<file path="src/rtl/spi_dma_pkg.sv">
package spi_dma_pkg;

    localparam int WORD_W = 8;
    localparam int RATE_W = 3;
    localparam int ADDR_W = 2;
    localparam int HALF_W = (1 << RATE_W) - 1;

    typedef struct packed {
        logic              rx_req_en;
        logic              tx_req_en;
        logic [RATE_W-1:0] rate;
        logic              master;
        logic              enable;
    } ctrl_t;

    localparam int CTRL_W = $bits(ctrl_t);

    typedef enum logic [ADDR_W-1:0] {
        A_CTRL = 2'd0,
        A_TXD  = 2'd1,
        A_RXD  = 2'd2,
        A_STAT = 2'd3
    } addr_e;

    // last count value of one half serial-clock period: 2^rate - 1
    function automatic logic [HALF_W-1:0] half_limit(input logic [RATE_W-1:0] r);
        return HALF_W'((32'd1 << r) - 32'd1);
    endfunction

endpackage

</file>
<file path="src/rtl/spi_clk_div.sv">
module spi_clk_div
    import spi_dma_pkg::*;
(
    input  logic              clk,
    input  logic              rst,
    input  logic              run,
    input  logic [RATE_W-1:0] rate,
    output logic              sclk,
    output logic              rise_evt,
    output logic              fall_evt
);
    logic [HALF_W-1:0] cnt;
    logic              sclk_q;
    logic              tick;

    assign tick = run && (cnt == half_limit(rate));

    always_ff @(posedge clk) begin
        if (rst || !run) begin
            cnt    <= '0;
            sclk_q <= 1'b0;
        end else if (tick) begin
            cnt    <= '0;
            sclk_q <= ~sclk_q;
        end else begin
            cnt    <= cnt + 1'b1;
        end
    end

    assign sclk     = sclk_q;
    assign rise_evt = tick && !sclk_q;
    assign fall_evt = tick &&  sclk_q;
endmodule

</file>
<file path="src/rtl/spi_edge_sync.sv">
module spi_edge_sync #(
    parameter int STAGES = 2
) (
    input  logic clk,
    input  logic rst,
    input  logic async_in,
    output logic rise,
    output logic fall
);
    logic [STAGES-1:0] chain;
    logic              prev;

    for (genvar i = 0; i < STAGES; i++) begin : g_stage
        always_ff @(posedge clk) begin
            if (rst) chain[i] <= 1'b0;
            else if (i == 0) chain[i] <= async_in;
            else chain[i] <= chain[(i > 0) ? i - 1 : 0];
        end
    end

    always_ff @(posedge clk) begin
        if (rst) prev <= 1'b0;
        else     prev <= chain[STAGES-1];
    end

    assign rise =  chain[STAGES-1] && !prev;
    assign fall = !chain[STAGES-1] &&  prev;
endmodule

</file>
<file path="src/rtl/spi_shift_core.sv">
module spi_shift_core #(
    parameter int WIDTH = 8
) (
    input  logic             clk,
    input  logic             rst,
    input  logic             en,
    input  logic             load,
    input  logic [WIDTH-1:0] load_word,
    input  logic             rise_evt,
    input  logic             fall_evt,
    input  logic             sdi,
    output logic             sdo,
    output logic             busy,
    output logic             started,
    output logic             done,
    output logic [WIDTH-1:0] rx_word
);
    localparam int CNT_W = $clog2(WIDTH + 1);

    logic [WIDTH-1:0] sh;
    logic             smp;
    logic [CNT_W-1:0] nbits;
    logic             busy_q, start_q, done_q;
    logic [WIDTH-1:0] rx_q;

    always_ff @(posedge clk) begin
        start_q <= 1'b0;
        done_q  <= 1'b0;
        if (rst) begin
            sh     <= '0;
            smp    <= 1'b0;
            nbits  <= '0;
            busy_q <= 1'b0;
            rx_q   <= '0;
        end else if (!en) begin
            busy_q <= 1'b0;
            nbits  <= '0;
        end else if (load) begin
            sh      <= load_word;
            nbits   <= '0;
            busy_q  <= 1'b1;
            start_q <= 1'b1;
        end else if (busy_q) begin
            if (rise_evt) begin
                smp   <= sdi;
                nbits <= nbits + 1'b1;
            end else if (fall_evt && nbits != '0) begin
                sh <= {sh[WIDTH-2:0], smp};
                if (nbits == CNT_W'(WIDTH)) begin
                    busy_q <= 1'b0;
                    done_q <= 1'b1;
                    rx_q   <= {sh[WIDTH-2:0], smp};
                end
            end
        end
    end

    assign sdo     = sh[WIDTH-1];
    assign busy    = busy_q;
    assign started = start_q;
    assign done    = done_q;
    assign rx_word = rx_q;
endmodule

</file>
<file path="src/rtl/spi_dma_ctrl.sv">
module spi_dma_ctrl
    import spi_dma_pkg::*;
#(
    parameter int SYNC_STAGES = 2
) (
    input  logic              clk,
    input  logic              rst,
    input  logic [ADDR_W-1:0] bus_addr,
    input  logic              bus_wr,
    input  logic [WORD_W-1:0] bus_wdata,
    output logic [WORD_W-1:0] bus_rdata,
    output logic              sclk_out,
    input  logic              sclk_in,
    input  logic              sdi,
    output logic              sdo,
    output logic              tx_req,
    output logic              rx_req
);
    ctrl_t             ctrl;
    ctrl_t             wv;
    logic [WORD_W-1:0] tx_buf;
    logic              tx_pend;
    logic              wr_ctrl, wr_tx;
    logic              busy, started, done, load;
    logic [WORD_W-1:0] rx_word;
    logic              m_rise, m_fall, s_rise, s_fall, rise_evt, fall_evt;
    logic              cfg_en, cfg_master, cfg_txe, cfg_rxe;
    logic [RATE_W-1:0] cfg_rate;

    assign cfg_en     = ctrl.enable;
    assign cfg_master = ctrl.master;
    assign cfg_rate   = ctrl.rate;
    assign cfg_txe    = ctrl.tx_req_en;
    assign cfg_rxe    = ctrl.rx_req_en;

    assign wv      = ctrl_t'(bus_wdata[CTRL_W-1:0]);
    assign wr_ctrl = bus_wr && (addr_e'(bus_addr) == A_CTRL);
    assign wr_tx   = bus_wr && (addr_e'(bus_addr) == A_TXD);

    always_ff @(posedge clk) begin
        if (rst) begin
            ctrl <= '0;
        end else if (wr_ctrl) begin
            ctrl.enable    <= wv.enable;
            ctrl.tx_req_en <= wv.tx_req_en;
            ctrl.rx_req_en <= wv.rx_req_en;
            if (!ctrl.enable) begin
                ctrl.master <= wv.master;
                ctrl.rate   <= wv.rate;
            end
        end
    end

    assign load = cfg_en && tx_pend && !busy;

    always_ff @(posedge clk) begin
        if (rst) begin
            tx_buf  <= '0;
            tx_pend <= 1'b0;
        end else if (wr_tx) begin
            tx_buf  <= bus_wdata;
            tx_pend <= 1'b1;
        end else if (load) begin
            tx_pend <= 1'b0;
        end
    end

    spi_clk_div u_div (
        .clk      (clk),
        .rst      (rst),
        .run      (busy && cfg_master && cfg_en),
        .rate     (cfg_rate),
        .sclk     (sclk_out),
        .rise_evt (m_rise),
        .fall_evt (m_fall)
    );

    spi_edge_sync #(.STAGES(SYNC_STAGES)) u_sync (
        .clk      (clk),
        .rst      (rst),
        .async_in (sclk_in),
        .rise     (s_rise),
        .fall     (s_fall)
    );

    assign rise_evt = cfg_master ? m_rise : s_rise;
    assign fall_evt = cfg_master ? m_fall : s_fall;

    spi_shift_core #(.WIDTH(WORD_W)) u_core (
        .clk       (clk),
        .rst       (rst),
        .en        (cfg_en),
        .load      (load),
        .load_word (tx_buf),
        .rise_evt  (rise_evt),
        .fall_evt  (fall_evt),
        .sdi       (sdi),
        .sdo       (sdo),
        .busy      (busy),
        .started   (started),
        .done      (done),
        .rx_word   (rx_word)
    );

    assign tx_req = started && cfg_txe;
    assign rx_req = done && cfg_rxe;

    always_comb begin
        unique case (addr_e'(bus_addr))
            A_CTRL:  bus_rdata = WORD_W'(ctrl);
            A_TXD:   bus_rdata = tx_buf;
            A_RXD:   bus_rdata = rx_word;
            default: bus_rdata = {{(WORD_W-2){1'b0}}, tx_pend, busy};
        endcase
    end
endmodule

</file>
<file path="config.mk">
export PLATFORM = sky130hd
export DESIGN_NAME = spi_dma_ctrl
export DESIGN_NICKNAME = d
export VERILOG_FILES = /design/src/rtl/spi_dma_pkg.sv /design/src/rtl/spi_clk_div.sv /design/src/rtl/spi_edge_sync.sv /design/src/rtl/spi_shift_core.sv /design/src/rtl/spi_dma_ctrl.sv
export SDC_FILE = /design/constraint.sdc
export NUM_CORES = 1
export LEC_CHECK = 0
export BUFFER_PORTS_ARGS = -buffer_cell sky130_fd_sc_hd__buf_2
export CAP_MARGIN = 20
export CORE_ASPECT_RATIO = 1.5
export CORE_MARGIN = 10
export CORE_UTILIZATION = 50
export CTS_CLUSTER_SIZE = 16
export DETAILED_ROUTE_END_ITERATION = 7
export PLACE_DENSITY = 0.71
export SETUP_SLACK_MARGIN = 0.4
export SYNTH_ARGS = -nofsm -noshare
export SYNTH_HDL_FRONTEND = slang
export SYNTH_SLANG_ARGS = --single-unit
</file>
<file path="constraint.sdc">
create_clock -name clk -period 4.7 [get_ports clk]
set_input_delay 0.705 -clock clk [delete_from_list [all_inputs] [get_ports clk]]
set_output_delay 0.705 -clock clk [all_outputs]
set_load 0.005 [all_outputs]
</file>
### Word-level counts from Yosys, hierarchy flattened

Index checks and enable logic that the tools add are counted.

| word-level totals | value |
|---|---|
| register bits after elaboration | 51 |
| word-level logic and storage cells | 84 |

| operators by class | value |
|---|---|
| add/sub/neg operators | 3 |
| eq/ne operators | 5 |
| shift operators | 1 |
| muxes and demuxes | 16 |
| bitwise gates (word level) | 6 |
| reductions and logical operators | 34 |

Operators by type and width:

| cell | number |
|---|---|
| 2-to-1 mux 8 bit | 4 |
| case mux 8 bit (3 select lines) | 1 |
| logical AND 1 bit | 14 |
| 2-to-1 mux 1 bit | 11 |
| AND reduction 4 bit | 2 |
| adder 7 x 1 -> 7 bit, second input constant | 1 |
| equality test 7 bit | 1 |
| left shift 1 x 3 -> 7 bit, first input constant | 1 |
| subtractor 7 x 1 -> 7 bit, second input constant | 1 |
| inverter 1 bit | 6 |
| AND reduction 6 bit | 1 |
| nonzero test 2 bit | 3 |
| OR reduction 6 bit | 1 |
| zero test 1 bit | 5 |
| adder 4 x 1 -> 4 bit, second input constant | 1 |
| equality test 4 bit, second input constant | 1 |
| AND reduction 2 bit | 2 |
| nonzero test 4 bit | 1 |
| OR reduction 2 bit | 2 |
| OR reduction 3 bit | 1 |
| equality test 2 x 1 -> 1 bit, second input constant | 1 |
| equality test 2 bit, second input constant | 1 |
| zero test 2 bit | 1 |
| inequality test 2 bit, second input constant | 1 |
| logical OR 1 bit | 1 |

### Depth between registers and ports, before layout

Gate-level depths: netlist (run 1).

| logic depth | value |
|---|---|
| depth in word-level cells | 11 |
| mapped depth | 8 |
| depth with buffers taken out | 7 |

### By module

Synthesis (run 1) repeated with hierarchy kept, for this count alone.

| second synthesis, totals | value |
|---|---|
| cells, all modules | 273 |
| area, all modules | 2581.2 µm² |

By module, submodules not included:

| module | times used | cells each | area each (µm²) | seq. area each (µm²) |
|---|---|---|---|---|
| spi_shift_core | 1 | 114 | 1161.1 | 480.5 |
| spi_dma_ctrl | 1 | 93 | 828.3 | 320.3 |
| spi_clk_div | 1 | 58 | 500.5 | 160.2 |
| spi_edge_sync | 1 | 8 | 91.3 | 60.1 |

### Worst setup path before layout (run 1)

Ideal clock, no wire load.

| timing path | value |
|---|---|
| path type | input -> output |
| start | input bus_addr[0] |
| end | output bus_rdata[2] |
| arrival | 1.759 ns |
| setup slack | 2.236 ns |
| stages | 6 |
| path buffers | 3 |
| path through | clkbuf_1 -> nor2b_1 -> clkbuf_1 -> clkbuf_1 -> nand2_1 -> o21ai_0 |

| between the ends | value |
|---|---|
| longest elaborated chain between the ends | 2 |
| elaborated cells between the ends (all ways) | 4 |
| classes of those cells | 2 x eq/ne; 1 x mux; 1 x reduce/logical |

Ends and longest elaborated chain:

| what | line | text |
|---|---|---|
| start, declared | spi_dma_ctrl.sv:8 | `input logic [ADDR_W-1:0] bus_addr,` |
| equality test 2 bit, or another cell as far along | spi_dma_ctrl.sv:109 | `unique case (addr_e'(bus_addr))` |
| case mux 8 bit (3 select lines) (*) | spi_dma_ctrl.sv:109 |  |
| end, declared | spi_dma_ctrl.sv:11 | `output logic [WORD_W-1:0] bus_rdata,` |

Every way passes the cells marked *; elsewhere a longest branch is shown, timed or not.

### Final worst setup path (run 1)

Ends and elaborated chain as after synthesis.

==> results by stage, run 1 <==
Clock tree:
- In this run the deepest clock path goes through 2 buffers.
- The post-cts repair resize count is 0.
- The register clock-pin slew on the reported worst setup and hold paths is 90 ps.
- Buffers inserted to repair hold after CTS numbered 0.
- The number of sinks driven by the clock tree is 51.
- TritonCTS built the clock tree.
- The clock reaches the later pin of the worst-skew pair after 300 ps.
- The H-tree level count is 2.
- Once the clock tree was built, the setup fixing pass inserted 0 buffers.
- Clock tree synthesis selected as its root buffer the cell clkbuf_8.
- The number of clock buffers added by TritonCTS is 5.

GRT:
- The via count of the first global-routing pass was 1892.
- The initial antenna violation count is 0.
- For this run the aggregate overflow at the end of global routing stands at 0.
- The first global-routing pass estimated 9070 um of wire.
- The largest net degree at the start of global routing is 27.
- Across every metal layer, demand over resource in global routing totals 13.4%.

Setup path:
- The worst reg2reg path startpoint is cfg_rate[1]$_SDFFE_PP0P_.
- The required arrival time at the worst endpoint is 3990 ps.
- The setup slack of the most critical reg-to-reg path is 2180 ps.
- The critical path startpoint category is an input port.
- Measured in cells, the most critical reg-to-reg path has a length of 6.
- The worst setup path is of the input port to output pin kind.
- The critical-path maximum fanout is 15.
- Data arrives at the worst endpoint at 2050 ps.
- The capture point of the worst reg-to-reg path is u_core.sh[3]$_SDFFE_PP0P_.
- STA classifies the critical path endpoint as an output pin.

Min path:
- The tightest min-delay check is of the register to register type.
- Counting instances, the worst hold path has a depth of 1.
- The capture endpoint of the worst hold path is u_sync.chain[1]$_SDFF_PP0_.
- The worst hold path begins at u_sync.chain[0]$_SDFF_PP0_.

Layout:
- Relative to the synthesized area, the layout overhead comes to 8.63%.
- The antenna diode instance count is 0.
- Measured on the finished design, the core utilization comes to 55.9%.
- The fill cell instance count of the final layout is 461.
- At the end of the flow, the number of nets in the layout was 312.
- The final standard cell count with taps included and fillers excluded is 361.
- In the final layout, the share of cells above drive strength 1 is 15.6%.
- In the layout the commonest cells are dfxtp_1, nand2_1, mux2i_1, buf_2, nor2_1.
- The most common cell after layout, fill and taps aside is dfxtp_1.
- After routing the design area is 2710 um^2.

Pwr:
- The analysis attributes to cell leakage a power of 1.09 nW.
- The power density relative to cell area is 271 nW/um^2.
- Of the total power, combinational logic draws 6.2%.
- In this run switching power makes up 23.5% of total power.
- The sequential cell fraction of total power is 60.9%.
- The switching power total is 0.000172 W.
- The share of total power in the clock network is 32.9%.
- The cell internal power dissipation is 0.000561 W.
- Across the VDD grid, the largest voltage drop is 205 uV.

Die:
- The horizontal die dimension is 77.7 um.
- The height of the die is 106 um.
- The initialized floorplan defines 31 standard-cell rows.
- The count of pins on the block boundary is 27.
- The floorplan core area is 4850 um^2.
- The area of the die is 8270 um^2.
- The starting density of the core is 51.4%.

STA:
- The count of endpoints failing hold in the final timing report is 0.
- The final sum of negative setup slack is 0 ps.
- Setup violations remaining at the end of the flow were counted as 0.
- Across the routed clock network, the largest skew measured is 4.85 ps.
- The number of max-slew violations in the final report is 0.
- Setup repair after global routing left no endpoint under its margin.
- The final critical path takes up 58.6% of the cycle.
- Derived from the worst setup path, the maximum achievable clock frequency is 363 MHz.
- The worst-case headroom to the max-slew limit is 37.2%.
- The post-layout minimum cycle time is 2750 ps.
- Across all hold checks on the routed design, the worst slack comes to 446 ps.
- At the pin with the least slew margin, the transition time is 940 ps.

Placement:
- Summing all placed instances gives a cell area of 2630 um^2.
- The count of buffers from port buffering is 26.
- The weighted congestion at the end of routability-driven global placement is 0.766.
- Summed over all nets, the half-perimeter wirelength after detailed placement is 4160 um.
- Once placement completed, the tool counted placed cells totaling 353.

Route:
- The wire length after detailed routing is 5510 um.
- Dividing the detail-routed via count by the number of cells gives 5.43.
- The number of design rule violations left after detail routing is 0.
- The total vias in the final route is 1962.
- The number of search-and-repair iterations in the first detailed-routing pass is 4.
- The count of nets left with antenna violations once routing finished came out at 0.
- Dividing the detail-routed wire length by the instance count gives 15.3 um.
- The starting DRC count in detailed routing is 123.

Logic synthesis:
- The number of flops mapped to enable cells by yosys is 0.
- Yosys mapped the design onto 47 distinct sky130hd cell types.
- Synthesis handed over a netlist of 277 instances.
- Counting flops with an async set or reset pin after synthesis yields a share of 0%.
- The count of synthesis-stage warnings from yosys is 0.
- In this run the cell area of the synthesized design comes to 2490 um^2.
- The number of storage elements in the synthesis netlist is 51.
- The share of the Yosys chip area taken by registers is 40.9%.
- In the synthesized netlist the dominant register cell turns out to be dfxtp_1.
- The average instance area after synthesis is 9.00 um^2.
- The number of nets in the synthesized netlist is 295.

Flow run:
- The tool flagged a number of max-cap violations equal to 0.

Run status:
- The flow ran to the end, and the final reports show no timing, DRC or antenna violations.
==> logic make-up (layout without fill, tap and decap cells) <==
group | after synthesis | in the layout | share of synthesized area (%)
AOI/OAI and AO/OA | 46 | 46 | 13.9
xor gates and xnor gates | 8 | 8 | 2.81
adders and majority gates | 3 | 3 | 1.51
buffers and inverters | 23 | 41 | 4.21
DFF | 51 | 51 | 40.9
muxes | 34 | 34 | 14.9
and+or+nand+nor | 112 | 112 | 21.7
==> per-layer routing <==
metal	up-vias	share of wire [%]	GRT usage, %	routed length, um
met2	32	53	24.1	2900
met4	0	1.9	5.24	107
met3	8	3.6	3.46	201
met5	-	0	0	0
met1	938	42	14.6	2300
li1	984	-	-	-
==> registers in the layout (all words and copies together) (netlist names), 2 cells and up <==
signal	count
cfg_rate	3
tx_buf	8
u_core.nbits	4
u_core.rx_word	8
u_core.sh	8
u_div.cnt	7
u_sync.chain	2
==> power by group through the flow <==
stage / Sequential (W) / Clock, W / Combinational (W)
2_1_floorplan: 0.000452 / 0 / 0.0000357
3_3_place_gp: 0.000456 / 0 / 0.0000447
3_5_place_dp: 0.000457 / 0 / 0.0000454
4_1_cts: 0.000446 / 0.000249 / 0.0000456
5_1_grt: 0.000447 / 0.000265 / 0.0000502
6_report: 0.000446 / 0.000241 / 0.0000456
==> stage by stage <==
step	worst slack (ps)	power [W]
4_1_cts	1970	0.000741
3_5_place_dp	1970	0.000502
3_3_place_gp	2050	0.000501
5_1_grt	1780	0.000763
2_1_floorplan	2240	0.000487
6_report	1950	0.000734
==> cells in the mapped netlist (3+ instances only) <==
library cell | n | area (um^2)
o21ai_0 | 7 | 35.0
nand3_1 | 13 | 65.1
clkbuf_1 | 11 | 41.3
o31ai_1 | 8 | 60.1
nand2_1 | 43 | 161
ha_1 | 3 | 37.5
mux2i_1 | 30 | 300
a21oi_1 | 17 | 85.1
xnor2_1 | 5 | 43.8
and2_1 | 4 | 25.0
inv_1 | 6 | 22.5
nor2_1 | 25 | 93.8
dfxtp_1 | 51 | 1020
xor2_1 | 3 | 26.3
nor2b_1 | 9 | 56.3
nor3_1 | 3 | 15.0
==> cell type report <==
type	count	area [um^2]	area share, %
multi-input cells	203	1370	50.5
flip-flops and latches	51	1020	37.7
repair buffers	26	130	4.80
well taps	66	82.6	3.05
clock buffers	7	76.3	2.82
inverters	7	26.3	0.970
clock inverters	1	5.00	0.185
==> worst max-delay path by stage <==
| stage | slack (ps) | end | cells after the start | startpoint |
|---|---|---|---|---|
| global placement | 2050 | bus_rdata[5] | 5 | bus_addr[0] |
| floorplan | 2240 | bus_rdata[2] | 6 | bus_addr[0] |
| finish | 1950 | bus_rdata[2] | 5 | bus_addr[0] |
| detailed placement | 1970 | bus_rdata[2] | 5 | bus_addr[0] |
| global route | 1780 | bus_rdata[6] | 5 | bus_addr[0] |
| CTS | 1970 | bus_rdata[2] | 5 | bus_addr[0] |
==> critical path, stage by stage <==
cell and delay (ps):
buf_2 190, nor2b_1 780, nand2_1 100, o21ai_0 130, buf_2 150
No activity file was read; power rests on OpenSTA's default activity.
==> inputs of run 2 (changes only) <==
--- a/config.mk
+++ b/config.mk
@@ -5,6 +5,7 @@
 export SDC_FILE = /design/constraint.sdc
 export NUM_CORES = 1
 export LEC_CHECK = 0
+export ABC_AREA = 1
 export BUFFER_PORTS_ARGS = -buffer_cell sky130_fd_sc_hd__buf_2
 export CAP_MARGIN = 20
 export CORE_ASPECT_RATIO = 1.5
@@ -12,7 +13,7 @@
 export CORE_UTILIZATION = 50
 export CTS_CLUSTER_SIZE = 16
 export DETAILED_ROUTE_END_ITERATION = 7
-export PLACE_DENSITY = 0.71
+export PLACE_DENSITY = 0.73
 export SETUP_SLACK_MARGIN = 0.4
 export SYNTH_ARGS = -nofsm -noshare
 export SYNTH_HDL_FRONTEND = slang
==> constraint.sdc (replaced) <==
create_clock -name clk -period 2.4 [get_ports clk]
set_input_delay 0.36 -clock clk [delete_from_list [all_inputs] [get_ports clk]]
set_output_delay 0.36 -clock clk [all_outputs]
set_load 0.005 [all_outputs]
==> run 2 against run 1 <==
  * Sequential power grew 97%
  * Die area grew 0.86%
  * Cell area grew 2.3%
  * Synthesized area is 1.1% higher
==> results by stage, run 2 <==
Route:
- The number of design rule violations left after detail routing is 0 (unchanged).
- The total vias in the final route is 2323 (was 1962).
- The starting DRC count in detailed routing is 136 (was 123).
- The wire length after detailed routing was 5800 um (was 5510 um).
- The vias per cell is 5.04 (was 5.43).
- The detail-routed net length per standard cell came to 12.6 um (was 15.3 um).
- The number of search-and-repair iterations in the first detailed-routing pass is 4 (unchanged).
- The number of routed nets with antenna violations is 0 (unchanged).

STA:
- The final sum of negative setup slack is 0 ps (unchanged).
- The transition time of the tightest slew-check pin was 551 ps (was 940 ps).
- The final clock skew came to 15.0 ps (was 4.85 ps).
- The final-layout worst hold slack is 276 ps (was 446 ps).
- The number of setup violations in the final report is 0 (unchanged).
- RSZ-0062 raised after global routing: false (unchanged).
- The worst-case headroom to the max-slew limit is 63.2% (was 37.2%).
- The count of endpoints failing hold in the final timing report is 0 (unchanged).
- For this run, the top clock speed supported by timing is 565 MHz.
- The number of max-slew violations in the final report is 0 (unchanged).
- The post-layout minimum cycle time is 1770 ps.
- The setup slack after layout is 630 ps (was 1950 ps).
- In the finished design, the share of the clock period the worst path needs comes to 73.7%.

GRT:
- The sum of overflow across all layers after global routing is 0 (unchanged).
- The largest net degree at the start of global routing is 37 (was 27).
- The via count of the first global-routing pass was 2083 (was 1892).
- The initial antenna violation count came to 0 (unchanged).
- The global routing usage summed across all routing layers is 13.8% (was 13.4%).
- The global-route wire length before repair is 9680 um (was 9070 um).

Setup path:
- The nature of the critical path endpoint is a register (was output pin).
- The worst reg2reg path startpoint is cfg_rate[0]$_SDFFE_PP0P_ (was cfg_rate[1]$_SDFFE_PP0P_).
- The setup slack of the most critical reg-to-reg path was 630 ps (was 2180 ps).
- The class of the most critical setup path is register to register (was input port to output pin).
- The critical path arrival is 1960 ps (was 2050 ps).
- The critical-path maximum fanout is 7 (was 15).
- The startpoint of the worst setup timing path was cfg_rate[0]$_SDFFE_PP0P_ (was bus_addr[0]).
- The endpoint of the worst setup timing path is u_core.nbits[1]$_SDFFE_PP0P_ (was bus_rdata[2]).
- The required arrival time at the worst endpoint is 2590 ps (was 3990 ps).
- The number of cells on the worst reg-to-reg path came to 11 (was 6).
- The critical path startpoint category is a register (was input port).
- The capture point of the worst reg-to-reg path was u_core.nbits[1]$_SDFFE_PP0P_ (was u_core.sh[3]$_SDFFE_PP0P_).

Die:
- The horizontal die dimension is 78.0 um (was 77.7 um).
- The area of the die is 8340 um^2 (was 8270 um^2).
- The cell row count is 31 (unchanged).
- The floorplan core area is 4850 um^2 (unchanged).
- The height of the die came to 107 um (was 106 um).
- The starting density of the core came to 52.0% (was 51.4%).
- The count of pins on the block boundary is 27 (unchanged).

Pwr:
- The power density relative to cell area is 570 nW/um^2 (was 271 nW/um^2).
- The cell leakage power is 1.29 nW (was 1.09 nW).
- The net switching share of the total power was 23.5% (about the same).
- The fraction of power consumed by combinational cells was 7.3% (was 6.2%).
- The share of total power in the clock network came to 37.2% (was 32.9%).
- The sequential cell fraction of total power was 55.5% (was 60.9%).
- The switching power total came to 0.000371 W (was 0.000172 W).
- The maximum vdd drop is 345 uV (was 205 uV).
- The cell internal power dissipation is 0.00121 W (was 0.000561 W).

Logic synthesis:
- The synthesized instance count is 373 (was 277).
- The number of library cell types mapped by synthesis is 27 (was 47).
- The net count of the mapped netlist was 391 (was 295).
- The dominant synthesized flop cell was dfxtp_1 (unchanged).
- The count of synthesis-stage warnings from yosys was 0 (unchanged).
- Commonest cells in the netlist: nand2_1, inv_1, dfxtp_1 (was dfxtp_1, nand2_1, mux2i_1).
- Area contributors post-synth: dfxtp_1, nand2_1, inv_1 (was dfxtp_1, mux2i_1, nand2_1).
- The number of flops mapped to enable cells by yosys is 0 (unchanged).
- The largest area contributor in the synthesized netlist is dfxtp_1 (unchanged).
- The cell with the most instances after synthesis is nand2_1 (was dfxtp_1).
- The top cell type's share of synthesized area is 40.5% (was 40.9%).
- The post-synthesis async set-or-reset flop share came to 0% (unchanged).
- The number of storage elements in the synthesis netlist is 51 (unchanged).
- The summed instance area of the synthesized netlist came to 2520 um^2 (was 2490 um^2).
- The average instance area after synthesis is 6.76 um^2 (was 9.00 um^2).
- The proportion of synthesized chip area in sequential cells came to 40.5% (was 40.9%).

Layout:
- The fill cell instance count of the final layout is 499 (was 461).
- The fraction of final layout cells sized beyond drive strength 1 is 11.9% (was 15.6%).
- The total number of nets in the final design is 413 (was 312).
- The most common cell after layout, fill and taps aside is nand2_1 (was dfxtp_1).
- The synthesis-to-layout area growth is 9.93% (was 8.63%).
- The post-route cell area is 2770 um^2 (was 2710 um^2).
- The antenna diode instance count is 0 (unchanged).
- Commonest non-fill, non-tap cells in the layout: nand2_1, inv_1, nor2_1, dfxtp_1, a21oi_1 (was dfxtp_1, nand2_1, mux2i_1, buf_2, nor2_1).

Clock tree:
- The post-cts repair resize count came to 0 (unchanged).
- The register clock-pin slew on the reported worst setup and hold paths came to 100 ps (was 90 ps).
- The TritonCTS clock tree was built (unchanged).
- The count of hold buffers inserted by post-cts repair is 0 (unchanged).
- The H-tree level count is 2 (unchanged).
- The source-to-sink clock delay at the later pin of the worst-skew pair came to 300 ps (about the same).
- The worst-case clock buffer depth is 2 (unchanged).
- The total clock buffers created by CTS is 5 (unchanged).
- The number of sinks driven by the clock tree is 51 (unchanged).
- The clock tree root buffer cell is clkbuf_8 (unchanged).
- The post-CTS setup-driven buffer insertion count is 0 (unchanged).

Min path:
- The startpoint of the lowest-slack hold path is sclk_in (was u_sync.chain[0]$_SDFF_PP0_).
- The class of the tightest hold or removal check is input port to register (was register to register).

Placement:
- The count of buffers from port buffering is 26 (unchanged).
- The post-detailed-placement cell area is 2660 um^2 (was 2630 um^2).
- The HPWL after detailed placement is 4500 um (was 4160 um).
- The weighted congestion at the end of routability-driven global placement came to 0.889 (was 0.766).
- The pre-CTS worst setup slack came to 530 ps (was 1970 ps).

Run status:
- Run status: completed (unchanged).

Flow run:
- The number of maximum-capacitance constraint violations came to 0 (unchanged).
==> run 2: cell types whose count changed after synthesis, moves of 5 or more <==
cell,change
inv_1,+49
nand2_1,+44
mux2i_1,-30
nor2_1,+25
o21ai_0,+18
nand3_1,+14
a21oi_1,+13
nor2b_1,-9
o31ai_1,-8
o221ai_1,+5
xnor2_1,-5
==> run 2: layer usage <==
layer	track usage, %	up-vias	part of all wire, %
li1	-	1214	-
met1	15.8	1069	43
met2	25.4	36	52
met3	2.84	4	3.7
met4	3.21	0	0.78
met5	0	-	0
==> run 2: final cells by class <==
cell class | instances | area (um^2) | area share [%]
tap | 66 | 82.6 | 2.98
clock inverter | 2 | 37.5 | 1.35
inverter | 57 | 214 | 7.72
clock buffer | 5 | 68.8 | 2.48
multi-input combinational | 252 | 1200 | 43.3
sequential | 51 | 1020 | 36.9
timing repair buffer | 28 | 145 | 5.24
==> run 2: worst min path at each step <==
| stage | to | cells after the start |
|---|---|---|
| after floorplan | u_sync.chain[1]$_SDFF_PP0_ | 2 |
| after global placement | u_sync.chain[1]$_SDFF_PP0_ | 2 |
| after detailed placement | u_sync.chain[1]$_SDFF_PP0_ | 2 |
| after CTS | u_sync.chain[0]$_SDFF_PP0_ | 3 |
| after global routing | u_sync.chain[0]$_SDFF_PP0_ | 3 |
| final | u_sync.chain[0]$_SDFF_PP0_ | 3 |
==> run 2: power groups by stage <==
stage	registers [W]	clock network [W]	logic, W
after floorplan	0.000890	0	0.0000821
after global placement	0.000897	0	0.000113
after detailed placement	0.000897	0	0.000114
after CTS	0.000877	0.000606	0.000115
after global routing	0.000880	0.000621	0.000130
final	0.000878	0.000587	0.000115
==> run 2: kinds of logic after synthesis <==
kind of cell / count (synthesis) / share of synthesized area, %
compound gates: 66 / 14.5
fa+ha+maj: 3 / 1.49
simple gates: 178 / 29.8
buf+inv: 70 / 11.9
flops: 51 / 40.5
xor+xnor: 5 / 1.74
==> run 2: stage by stage <==
stage / power (W) / cells / util [%]
after global routing: 0.00163 / 461 / 57.2
after floorplan: 0.000972 / 373 / -
final: 0.00158 / 461 / 57.2
after global placement: 0.00101 / 454 / 54.9
after CTS: 0.00160 / 461 / 57.1
after detailed placement: 0.00101 / 454 / 54.9
==> run 2: worst max-delay path: stages, from the launching register on <==
cell and delay (ps):
dfxtp_1 380, inv_1 130, nand2_1 120, nand2_1 60
nand2_1 80, nand2_1 60, nor2_1 80, nand3_1 140
o21bai_2 270, nand2_1 160, nand2_1 100, a21oi_1 60
==> inputs of run 3 (changes only) <==
==> constraint.sdc (replaced) <==
create_clock -name clk -period 1.6 [get_ports clk]
set_input_delay 0.24 -clock clk [delete_from_list [all_inputs] [get_ports clk]]
set_output_delay 0.24 -clock clk [all_outputs]
set_load 0.005 [all_outputs]
==> run 3 against run 2 <==
  * The run now ends with setup timing left
  * Clock power up 64%
  * Clock skew down 8.0 ps
  * Die area is the same
  * Sequential share of layout area shrank 6.0 points
  * Global-route usage rose by 2.4 points
  * Worst setup slack lost 740 ps
  * Critical path depth is 1 higher
  * First-iteration DRC count grew 11%
  * Cell count rose by 6.9%
  * Combinational power increased by 130%
  * Via count rose by 9.9%
  * Critical path type unchanged
  * Critical endpoint is now u_core.rx_word[6]$_SDFFE_PP0P_
  * Largest cell class unchanged
  * Largest power group unchanged
  * Highest routed layer unchanged
==> results by stage, run 3 (same netlist as run 2, synthesis figures left out) <==
STA:
- The transition time of the tightest slew-check pin was 444 ps (was 551 ps).
- The number of setup violations in the final report is 17 (was 0).
- The setup slack after layout was -108 ps (was 630 ps).
- RSZ-0062 raised after global routing: true (was false).
- The post-layout minimum cycle time is 1710 ps (was 1770 ps).
- The count of endpoints failing hold in the final timing report is 0 (unchanged).
- The number of max-slew violations in the final report is 0 (unchanged).
- The final clock skew is 6.93 ps (was 15.0 ps).
- The highest achievable clock rate came to 586 MHz (was 565 MHz).
- The worst-case headroom to the max-slew limit came to 70.4% (was 63.2%).
- The final sum of negative setup slack is -791 ps (was 0 ps).
- The share of the cycle needed by the critical path after routing is 107% (was 73.7%).

Pwr:
- The power density relative to cell area is 749 nW/um^2 (was 570 nW/um^2).
- The sequential cell fraction of total power came to 51.8% (was 55.5%).
- The maximum vdd drop is 568 uV (was 345 uV).
- The total power consumption of the routed design was 0.00255 W (was 0.00158 W).
- The fraction of power consumed by combinational cells was 10.4% (was 7.3%).
- The net switching share of the total power is 24.4% (was 23.5%).
- The switching power total is 0.000623 W (was 0.000371 W).
- The share of total power in the clock network is 37.8% (was 37.2%).
- The cell internal power dissipation came to 0.00192 W (was 0.00121 W).
- The cell leakage power was 1.53 nW (was 1.29 nW).

Clock tree:
- The register clock-pin slew on the reported worst setup and hold paths was 100 ps (about the same).
- The source-to-sink clock delay at the later pin of the worst-skew pair is 310 ps (was 300 ps).
- The total clock buffers created by CTS was 5 (unchanged).
- The worst-case clock buffer depth is 2 (unchanged).
- The TritonCTS clock tree was built (unchanged).
- The H-tree level count is 2 (unchanged).
- The clock tree root buffer cell is clkbuf_8 (unchanged).
- The number of sinks driven by the clock tree is 51 (unchanged).

Flow run:
- The number of maximum-capacitance constraint violations is 0 (unchanged).

Layout:
- The total number of nets in the final design was 444 (was 413).
- The most common cell after layout, fill and taps aside is nand2_1 (unchanged).
- The post-route cell area is 3400 um^2 (was 2770 um^2).
- The antenna diode instance count was 0 (unchanged).
- Commonest non-fill, non-tap cells in the layout: nand2_1, inv_1, nor2_1, dfxtp_1, buf_2 (was nand2_1, inv_1, nor2_1, dfxtp_1, a21oi_1).
- The fraction of final layout cells sized beyond drive strength 1 is 37.0% (was 11.9%).
- The synthesis-to-layout area growth came to 34.9% (was 9.93%).
- The final standard cell count with taps included and fillers excluded is 493 (was 461).

Setup path:
- The class of the most critical setup path is register to register (unchanged).
- The number of cells on the worst reg-to-reg path is 12 (was 11).
- The category of cells accounting for the largest share of critical-path delay was simple AND/OR/NAND/NOR gates (unchanged).
- The nature of the critical path endpoint is a register (unchanged).
- The worst stage delay on the critical path is 370 ps (was 380 ps).
- The required arrival time at the worst endpoint is 1840 ps (was 2590 ps).
- The critical path startpoint category is a register (unchanged).
- The highest-delay cell along the critical path was dfxtp_4 (was dfxtp_1).
- Ordered cell list for the critical path: buf_6 -> nand2_4 -> nand2_2 -> nand2_2 -> nand3_2 -> nor2_2 -> nand4_1 -> nand2_4 -> nand3_4 -> nand2_1 -> nand2_1 -> nor2_1 (was inv_1 -> nand2_1 -> nand2_1 -> nand2_1 -> nand2_1 -> nor2_1 -> nand3_1 -> o21bai_2 -> nand2_1 -> nand2_1 -> a21oi_1).
- The number of cells on the critical path is 12 (was 11).
- The critical path arrival is 1950 ps (was 1960 ps).
- The critical-path maximum fanout is 6 (was 7).
- The buffers plus inverters on the worst setup path came to 1 (unchanged).

Route:
- The total vias in the final route is 2553 (was 2323).
- The starting DRC count in detailed routing was 151 (was 136).
- The vias per cell came to 5.18 (was 5.04).
- The wire length on met3 is 245 um (was 216 um).
- The detailed-route wire length on metal 1 is 2770 um (was 2520 um).
- The detail-routed net length per standard cell is 14.5 um (was 12.6 um).
- The number of routed nets with antenna violations is 0 (unchanged).
- The topmost layer with routed signal wires is met4 (unchanged).
- The wire length after detailed routing came to 7160 um (was 5800 um).
- The number of design rule violations left after detail routing is 0 (unchanged).
- The number of search-and-repair iterations in the first detailed-routing pass came to 4 (unchanged).
- The sum of met2 wire segment lengths after detailed routing came to 3980 um (was 3030 um).

Die:
- The height of the die came to 107 um (unchanged).
- The area of the die is 8340 um^2 (unchanged).
- The floorplan core area is 4850 um^2 (unchanged).
- The starting density of the core is 52.0% (unchanged).
- The horizontal die dimension was 78.0 um (unchanged).
- The cell row count is 31 (unchanged).
- The count of pins on the block boundary is 27 (unchanged).

GRT:
- The largest net degree at the start of global routing is 34 (was 37).
- The via count of the first global-routing pass is 2479 (was 2083).
- The initial antenna violation count is 0 (unchanged).
- The global routing usage summed across all routing layers is 16.2% (was 13.8%).
- The sum of overflow across all layers after global routing is 0 (unchanged).
- The global-route wire length before repair is 11200 um (was 9680 um).

Placement:
- The pre-CTS worst setup slack came to -86.8 ps (was 530 ps).
- The placed cell count is 471 (was 454).
- The count of buffers from port buffering is 26 (unchanged).
- The HPWL after detailed placement is 4470 um (was 4500 um).
- The weighted congestion at the end of routability-driven global placement is 0.865 (was 0.889).
- The post-detailed-placement cell area was 2810 um^2 (was 2660 um^2).

Min path:
- The worst hold path cell count is 3 (unchanged).
- The class of the tightest hold or removal check is input port to register (unchanged).

Run status:
- Run status: finished with violations (was completed).
- The final reports fail on setup timing.
-- run 3: cell count changes in the layout (fill, tap and decap cells not counted), moves of 9 or more --
cell	previous run	this run
dfxtp_2	2	16
nand2_2	3	14
dfxtp_1	49	32
buf_4	2	22
nand2_1	87	71
a21oi_2	0	10
buf_6	0	9
a21oi_1	30	19
inv_1	55	45
-- run 3: layout make-up --
| cell class | instances | area [um^2] |
|---|---|---|
| clock inverters | 2 | 38.8 |
| well taps | 66 | 82.6 |
| fillers | 395 | 1450 |
| clock buffers | 6 | 82.6 |
| multi-input cells | 255 | 1520 |
| flip-flops and latches | 51 | 1050 |
| repair buffers | 56 | 407 |
| inverters | 57 | 221 |
-- run 3: repair_timing --
action,4_1_cts,5_1_grt
gates resized for setup,55,58
setup endpoints to repair,39,41
pin swaps,14,20
gates cloned,3,0
buffers inserted,3,8
hold buffers,0,0
-- run 3: worst paths after layout --
kind / from / end / slack, ps
max: cfg_rate[0]$_SDFFE_PP0P_ / u_core.rx_word[6]$_SDFFE_PP0P_ / -110
min: sclk_in / u_sync.chain[0]$_SDFF_PP0_ / 130
max reg2reg: cfg_rate[0]$_SDFFE_PP0P_ / u_core.rx_word[6]$_SDFFE_PP0P_ / -110
min reg2reg: u_sync.chain[0]$_SDFF_PP0_ / u_sync.chain[1]$_SDFF_PP0_ / 410
-- run 3: metal layers --
layer  track usage (%)  vias to the layer above
li1                  -                     1291
met2              31.3                       50
met4              6.17                        0
met5                 0                        -
met1              16.7                     1196
met3              3.09                       16
-- run 3: through the flow --
step           hold WS [ps]  utilization (%)
2_1_floorplan           347                -
3_3_place_gp            401             58.0
3_5_place_dp            400             58.0
4_1_cts                 139             65.2
5_1_grt                 154             70.1
6_report                134             70.1
-- run 3: power by group through the flow --
stage	combinational, W	sequential [W]	clock (W)
final	0.000266	0.00132	0.000962
after global placement	0.000193	0.00134	0
after global routing	0.000292	0.00132	0.00102
after CTS	0.000225	0.00132	0.000970
after detailed placement	0.000195	0.00134	0
after floorplan	0.000124	0.00134	0
-- run 3: worst register-to-register path, stage by stage (launching register included) --
cell and delay [ps]:
dfxtp_4 370, buf_6 120, nand2_4 50, nand2_2 50, nand2_2 80, nand3_2 80
nor2_2 100, nand4_1 150, nand2_4 220, nand3_4 140, nand2_1 90, nand2_1 60
nor2_1 130
